[src/rtl/clkcfg_pkg.sv]
package clkcfg_pkg;
  parameter int REG_W = 8;
  parameter int OFF_W = 7;
  parameter int FS_W  = 4;

  typedef enum logic [2:0] {
    PH_IDLE = 3'd0,
    PH_ADDR = 3'd1,
    PH_CMD  = 3'd2,
    PH_WDAT = 3'd3,
    PH_RDAT = 3'd4,
    PH_ACK  = 3'd5,
    PH_IGN  = 3'd6
  } phase_t;
endpackage

[src/rtl/smb_line_sync.sv]
module smb_line_sync #(
  parameter int STAGES = 2
) (
  input  logic clk,
  input  logic rst,
  input  logic scl_i,
  input  logic sda_i,
  output logic sda_s,
  output logic scl_rise,
  output logic scl_fall,
  output logic start_det,
  output logic stop_det
);
  logic [STAGES-1:0] scl_sh, sda_sh;
  logic scl_d, sda_d, scl_s;

  always_ff @(posedge clk) begin
    if (rst) begin
      scl_sh <= '1;
      sda_sh <= '1;
      scl_d  <= 1'b1;
      sda_d  <= 1'b1;
    end else begin
      scl_sh <= {scl_sh[STAGES-2:0], scl_i};
      sda_sh <= {sda_sh[STAGES-2:0], sda_i};
      scl_d  <= scl_sh[STAGES-1];
      sda_d  <= sda_sh[STAGES-1];
    end
  end

  assign scl_s     = scl_sh[STAGES-1];
  assign sda_s     = sda_sh[STAGES-1];
  assign scl_rise  = scl_s & ~scl_d;
  assign scl_fall  = ~scl_s & scl_d;
  assign start_det = scl_s & scl_d & sda_d & ~sda_s;
  assign stop_det  = scl_s & scl_d & ~sda_d & sda_s;
endmodule

[src/rtl/smb_byte_engine.sv]
module smb_byte_engine
  import clkcfg_pkg::*;
#(
  parameter logic [6:0] DEV_ADDR = 7'h69
) (
  input  logic             clk,
  input  logic             rst,
  input  logic             sda_s,
  input  logic             scl_rise,
  input  logic             scl_fall,
  input  logic             start_det,
  input  logic             stop_det,
  input  logic [REG_W-1:0] rd_data,
  output logic             sda_oe,
  output logic             wr_en,
  output logic [OFF_W-1:0] ptr,
  output logic [REG_W-1:0] wr_data,
  output phase_t           phase
);
  localparam int CNT_W = $clog2(REG_W + 1);
  localparam logic [CNT_W-1:0] LAST = CNT_W'(REG_W);

  phase_t           st, nxt;
  logic [CNT_W-1:0] bitcnt;
  logic [REG_W-1:0] shreg, tx;
  logic             ack_c;
  phase_t           nxt_c;

  // decision taken when a received byte completes
  always_comb begin
    ack_c = 1'b0;
    nxt_c = PH_IGN;
    case (st)
      PH_ADDR: if (shreg[7:1] == DEV_ADDR) begin
        ack_c = 1'b1;
        nxt_c = shreg[0] ? PH_RDAT : PH_CMD;
      end
      PH_CMD: if (shreg[7]) begin
        ack_c = 1'b1;
        nxt_c = PH_WDAT;
      end
      PH_WDAT: ack_c = 1'b1;
      default: ;
    endcase
  end

  always_ff @(posedge clk) begin
    wr_en <= 1'b0;
    if (rst) begin
      st     <= PH_IDLE;
      nxt    <= PH_IGN;
      sda_oe <= 1'b0;
      bitcnt <= '0;
      ptr    <= '0;
      shreg  <= '0;
      tx     <= '0;
    end else if (start_det) begin
      st     <= PH_ADDR;
      sda_oe <= 1'b0;
      bitcnt <= '0;
    end else if (stop_det) begin
      st     <= PH_IDLE;
      sda_oe <= 1'b0;
    end else begin
      case (st)
        PH_ADDR, PH_CMD, PH_WDAT: begin
          if (scl_rise && bitcnt < LAST) begin
            shreg  <= {shreg[REG_W-2:0], sda_s};
            bitcnt <= bitcnt + 1'b1;
          end else if (scl_fall && bitcnt == LAST) begin
            st     <= PH_ACK;
            nxt    <= nxt_c;
            sda_oe <= ack_c;
            bitcnt <= '0;
            if (st == PH_CMD && shreg[7]) ptr <= shreg[OFF_W-1:0];
            if (st == PH_WDAT) wr_en <= 1'b1;
          end
        end
        PH_ACK: if (scl_fall) begin
          st <= nxt;
          if (nxt == PH_RDAT) begin
            tx     <= rd_data;
            sda_oe <= ~rd_data[REG_W-1];
          end else begin
            sda_oe <= 1'b0;
          end
        end
        PH_RDAT: begin
          if (scl_rise) bitcnt <= bitcnt + 1'b1;
          else if (scl_fall) begin
            if (bitcnt == LAST) begin
              sda_oe <= 1'b0;
              st     <= PH_IGN;
            end else begin
              tx     <= {tx[REG_W-2:0], 1'b0};
              sda_oe <= ~tx[REG_W-2];
            end
          end
        end
        default: ;
      endcase
    end
  end

  assign wr_data = shreg;
  assign phase   = st;
endmodule

[src/rtl/clkcfg_regbank.sv]
module clkcfg_regbank
  import clkcfg_pkg::*;
(
  input  logic             clk,
  input  logic             rst,
  input  logic             wr_en,
  input  logic [OFF_W-1:0] off,
  input  logic [REG_W-1:0] wr_data,
  input  logic [FS_W-1:0]  strap_fs,
  input  logic             strap_mode,
  input  logic             strap_mult0,
  output logic [REG_W-1:0] view0,
  output logic [REG_W-1:0] view1,
  output logic [REG_W-1:0] view2,
  output logic [REG_W-1:0] rd_data,
  output logic [FS_W-1:0]  fs_sel
);
  logic            unlock;
  logic [FS_W-1:0] fs_sw, fs_eff, fs_q;
  logic [6:0]      cpu_hi;
  logic [1:0]      pci_hi;
  logic            mode_q, mult_q;

  always_ff @(posedge clk) begin
    if (rst) begin
      unlock <= 1'b0;
      fs_sw  <= '0;
      cpu_hi <= 7'b0111110;
      pci_hi <= 2'b01;
    end else if (wr_en) begin
      case (off)
        7'd0: begin
          unlock <= wr_data[3];
          if (unlock) fs_sw <= {wr_data[1], wr_data[6], wr_data[5], wr_data[4]};
        end
        7'd1: cpu_hi <= wr_data[7:1];
        7'd2: pci_hi <= wr_data[7:6];
        default: ;
      endcase
    end
  end

  assign fs_eff = unlock ? fs_sw : fs_q;

  always_ff @(posedge clk) begin
    fs_q   <= strap_fs;
    mode_q <= strap_mode;
    mult_q <= strap_mult0;
    view0  <= {1'b0, fs_eff[2], fs_eff[1], fs_eff[0], unlock, 1'b0, fs_eff[3], mode_q};
    view1  <= {cpu_hi, mult_q};
    view2  <= {pci_hi, 6'b0};
    fs_sel <= fs_eff;
  end

  always_comb begin
    case (off)
      7'd0:    rd_data = view0;
      7'd1:    rd_data = view1;
      7'd2:    rd_data = view2;
      default: rd_data = '0;
    endcase
  end
endmodule

[src/rtl/clkcfg_smb_slave.sv]
module clkcfg_smb_slave
  import clkcfg_pkg::*;
#(
  parameter logic [6:0] DEV_ADDR    = 7'h69,
  parameter int         SYNC_STAGES = 2
) (
  input  logic             clk,
  input  logic             rst,
  input  logic             scl_i,
  input  logic             sda_i,
  output logic             sda_oe,
  input  logic [FS_W-1:0]  strap_fs,
  input  logic             strap_mode,
  input  logic             strap_mult0,
  output logic [REG_W-1:0] cfg_fsel,
  output logic [REG_W-1:0] cfg_cpu,
  output logic [REG_W-1:0] cfg_pci,
  output logic [FS_W-1:0]  fs_sel
);
  logic             sda_s, scl_rise, scl_fall, start_det, stop_det, wr_en;
  logic [OFF_W-1:0] ptr;
  logic [REG_W-1:0] wr_data, rd_data;
  phase_t           phase;

  smb_line_sync #(.STAGES(SYNC_STAGES)) u_sync (
    .clk(clk), .rst(rst), .scl_i(scl_i), .sda_i(sda_i), .sda_s(sda_s),
    .scl_rise(scl_rise), .scl_fall(scl_fall),
    .start_det(start_det), .stop_det(stop_det)
  );

  smb_byte_engine #(.DEV_ADDR(DEV_ADDR)) u_eng (
    .clk(clk), .rst(rst), .sda_s(sda_s), .scl_rise(scl_rise),
    .scl_fall(scl_fall), .start_det(start_det), .stop_det(stop_det),
    .rd_data(rd_data), .sda_oe(sda_oe), .wr_en(wr_en), .ptr(ptr),
    .wr_data(wr_data), .phase(phase)
  );

  clkcfg_regbank u_regs (
    .clk(clk), .rst(rst), .wr_en(wr_en), .off(ptr), .wr_data(wr_data),
    .strap_fs(strap_fs), .strap_mode(strap_mode), .strap_mult0(strap_mult0),
    .view0(cfg_fsel), .view1(cfg_cpu), .view2(cfg_pci),
    .rd_data(rd_data), .fs_sel(fs_sel)
  );
endmodule

[config.mk]
export PLATFORM = sky130hd
export DESIGN_NAME = clkcfg_smb_slave
export DESIGN_NICKNAME = d
export VERILOG_FILES = /design/src/rtl/clkcfg_pkg.sv /design/src/rtl/smb_line_sync.sv /design/src/rtl/smb_byte_engine.sv /design/src/rtl/clkcfg_regbank.sv /design/src/rtl/clkcfg_smb_slave.sv
export SDC_FILE = /design/constraint.sdc
export NUM_CORES = 1
export LEC_CHECK = 0
export CORE_ASPECT_RATIO = 0.8
export CORE_MARGIN = 5
export CORE_UTILIZATION = 59
export CTS_BUF_LIST = sky130_fd_sc_hd__clkbuf_8
export CTS_CLUSTER_SIZE = 28
export DETAILED_ROUTE_END_ITERATION = 7
export DONT_BUFFER_PORTS = 1
export GPL_TIMING_DRIVEN = 0
export PLACE_DENSITY = 0.78
export SLEW_MARGIN = 20
export SYNTH_ARGS = -nofsm -noshare
export SYNTH_HDL_FRONTEND = slang
export SYNTH_SLANG_ARGS = --single-unit
[constraint.sdc]
create_clock -name clk -period 1.92 [get_ports clk]
set_input_delay 0.192 -clock clk [delete_from_list [all_inputs] [get_ports clk]]
set_output_delay 0.192 -clock clk [all_outputs]
set_load 0.02 [all_outputs]
==> flow_metrics.tcl <==
set metrics [dict create \
    status "completed" \
    setup_slack_ns 0.0888 \
    rrSetupSlack_ns 0.09 \
    hold_viol 0 \
    synth_top_cell_by_area "dfxtp_1" \
    netlist_instances 320 \
    globalplace.congestion 0.886 \
    arrival_ns 2.07 \
    yosysTopAreaCellShare_pct 47.3 \
    synth_edf_count 0 \
    via_count 2439 \
    drc_errors 0 \
    antenna_cells 0 \
    place_ws_ns -0.110 \
    start_util_pct 59.8 \
    required_ns 2.15 \
    routed_via_density 5.82 \
    grt_pass1_vias 2261 \
    grt_usage_pct 20.8 \
    drive_above_1_share_pct 21.5 \
    cap_violations 0 \
    cts_root_buf "clkbuf_8" \
    period_share_pct 95.4 \
    min_path_type "in2reg" \
    async_flop_share_pct 0 \
    drv_slew 0 \
    cts-buffers-inserted 9 \
    cp-start-kind "flip-flop" \
    antenna_found_initial 0 \
    synthTopCellsByArea "dfxtp_1 47%, mux2i_1 8.4%, nor2_1 4.4%" \
    coreArea_um2 5380 \
    antenna_left 0 \
    final_nets 361 \
    ys_warn_count 0 \
    overflow 0 \
    grt_max_degree 14 \
    area_growth_pct 12.9 \
    synth_seq_area_share_pct 47.3 \
    slew_headroom_pct 62.3 \
    cts_tree "done" \
    cts.clk_slew.worst_paths_ns 0.08 \
    end_kind "flip-flop" \
    leakage_uw 0.00145 \
    cts_sinks 76 \
    h-tree-depth 3 \
    p_per_area_nw_per_um2 788 \
    setup_viol 0 \
    grt_pass1_wl_um 11400 \
    tightest_slew_ns 0.566 \
    avgSynthCellArea_um2 10.1 \
    cts.path.max_buffers 2 \
    peakVddDrop_uv 539 \
    clock_latency_ns 0.35 \
    initialDrtViolationCount 230 \
    finalSetupTns_ns 0 \
    crit_type "reg2reg" \
    dieArea_um2 7040 \
    io_pins 39 \
    first_pass_iters 5 \
    wirelength_um 6970 \
    netlist-cell-type-count 62 \
    die_w_um 92.6 \
    fmax_mhz 546 \
    critPathMaxFanout 7 \
    io_buffers 0 \
    hpwl_um 5030 \
    die_h_um 76.0 \
    syn_area_um2 3220 \
    ys_ff_latch 76 \
    clock_skew_ns 0.00727 \
    synth_flop_cell "dfxtp_1" \
    num_rows 24 \
    period_minus_slack_ns 1.83 \
    wl_per_cell_um 16.6 \
]
critical path, cell delays in order (launching register included):
cell      delay (ns)
dfxtp_2         0.35
inv_1           0.06
ha_1            0.20
and3b_2         0.27
or3_2           0.48
a221oi_2        0.27
a221oi_2        0.09
cell usage after synthesis, types with 3 or more instances:
cell type  instances
a211o_1            6
a21oi_1           14
a221oi_2           3
a311oi_1           4
a31oi_1            4
buf_2              4
buf_4             13
clkbuf_1           5
clkbuf_8           3
dfxtp_1           76
inv_1              9
mux2_2             5
mux2i_1           27
nand2_1            8
nand2b_1           6
nand3_1           11
nand3b_1           3
nand4b_1           3
nor2_1            38
nor2b_1            5
nor4_1             3
o21ai_0           13
o21bai_1           3
o31ai_1            3
or2_2              7
state kept, by name (all words and copies together) (netlist names):
register,count
u_eng.bitcnt,4
u_eng.nxt,3
u_eng.phase,3
u_eng.ptr,7
u_eng.sda_oe,1
u_eng.tx,7
u_eng.wr_data,8
u_eng.wr_en,1
u_regs.cpu_hi,7
u_regs.fs_q,4
u_regs.fs_sel,1
u_regs.fs_sw,4
u_regs.mode_q,1
u_regs.mult_q,1
u_regs.pci_hi,2
u_regs.unlock,1
u_regs.view0,5
u_regs.view1,8
u_regs.view2,2
u_sync.scl_d,1
u_sync.scl_sh,2
u_sync.sda_d,1
u_sync.sda_sh,2
layer usage:
layer  wire, um  vias to the layer above  GRT usage [%]
met5          0                        -              0
met4        111                        0           7.72
met3        601                       13           7.21
met2       3050                       83           30.1
met1       3200                     1154           28.7
li1           -                     1189              -
cells in the final DEF, fill, tap and decap left out, types with 2 or more instances in the layout:
master,instances
a211o_1,6
a211oi_2,2
a311oi_1,4
nand3b_1,3
inv_1,11
clkinvlp_4,2
nor3_1,2
nand2_1,8
nor2_1,38
ha_1,2
conb_1,8
inv_6,2
nand2b_1,6
a22oi_1,2
nand3_1,10
nand4_1,2
clkbuf_1,5
nand4b_1,3
dlygate4sd3_1,8
nand4bb_1,2
a221oi_2,3
dfxtp_2,2
nor4_1,2
mux2i_1,27
clkbuf_8,13
or2_2,7
buf_4,17
nor2b_1,4
buf_2,4
a21oi_1,14
mux2_2,5
o21bai_1,3
a31oi_1,4
o31ai_1,3
o21ai_0,13
dfxtp_1,74
or4_1,2
through the flow:
stage,hold slack [ns],area [um^2],total power [uW],utilization (%),instances
6_report,0.0237,3630,2860,67.6,419
3_3_place_gp,0.220,3320,1780,61.8,392
2_1_floorplan,0.220,3240,1760,-,327
3_5_place_dp,0.220,3320,1780,61.8,392
4_1_cts,0.0121,3600,2880,66.9,418
5_1_grt,0.0334,3630,2970,67.6,419
power breakdown:
group,switching (uW),leakage (uW),internal (uW)
clock,599,0.0000919,504
combinational,81.3,0.000738,61.9
sequential,21.4,0.000620,1600
layout make-up:
cell class | instances | area [um^2]
tap | 65 | 81.3
fill | 438 | 1740
sequential | 76 | 1520
clock inverter | 6 | 40.0
timing repair buffer | 12 | 110
clock buffer | 10 | 138
multi-input combinational | 215 | 1520
inverter | 9 | 33.8
buffer | 26 | 189
cells by family (layout without fill, tap and decap cells):
| family | Yosys count | in the layout | synth area share, % |
|---|---|---|---|
| mux | 32 | 32 | 10.2 |
| other cells | 1 | 8 | 0.117 |
| compound gates | 63 | 63 | 14.2 |
| buf+inv | 36 | 63 | 7.16 |
| fa+ha+maj | 2 | 2 | 0.778 |
| flops | 76 | 76 | 47.3 |
| simple gates | 109 | 109 | 20.0 |
| xor+xnor | 1 | 1 | 0.272 |
timing repair:
action	CTS	global route
hold endpoints to repair	8	0
buffers inserted	2	2
gates resized for setup	0	8
pin swaps	1	2
setup endpoints to repair	7	30
hold buffers	8	0
path summary, 6_finish.rpt:
check	startpoint	cells past startpoint	end
worst max-delay path	u_eng.bitcnt[0]	6	u_eng.tx[3]
worst min-delay path	rst	2	u_eng.tx[0]
worst max register to register	u_eng.bitcnt[0]	6	u_eng.tx[3]
worst min register to register	u_regs.mode_q	0	u_regs.view0[0]
Note: power is estimated with default switching activity, not from simulation.
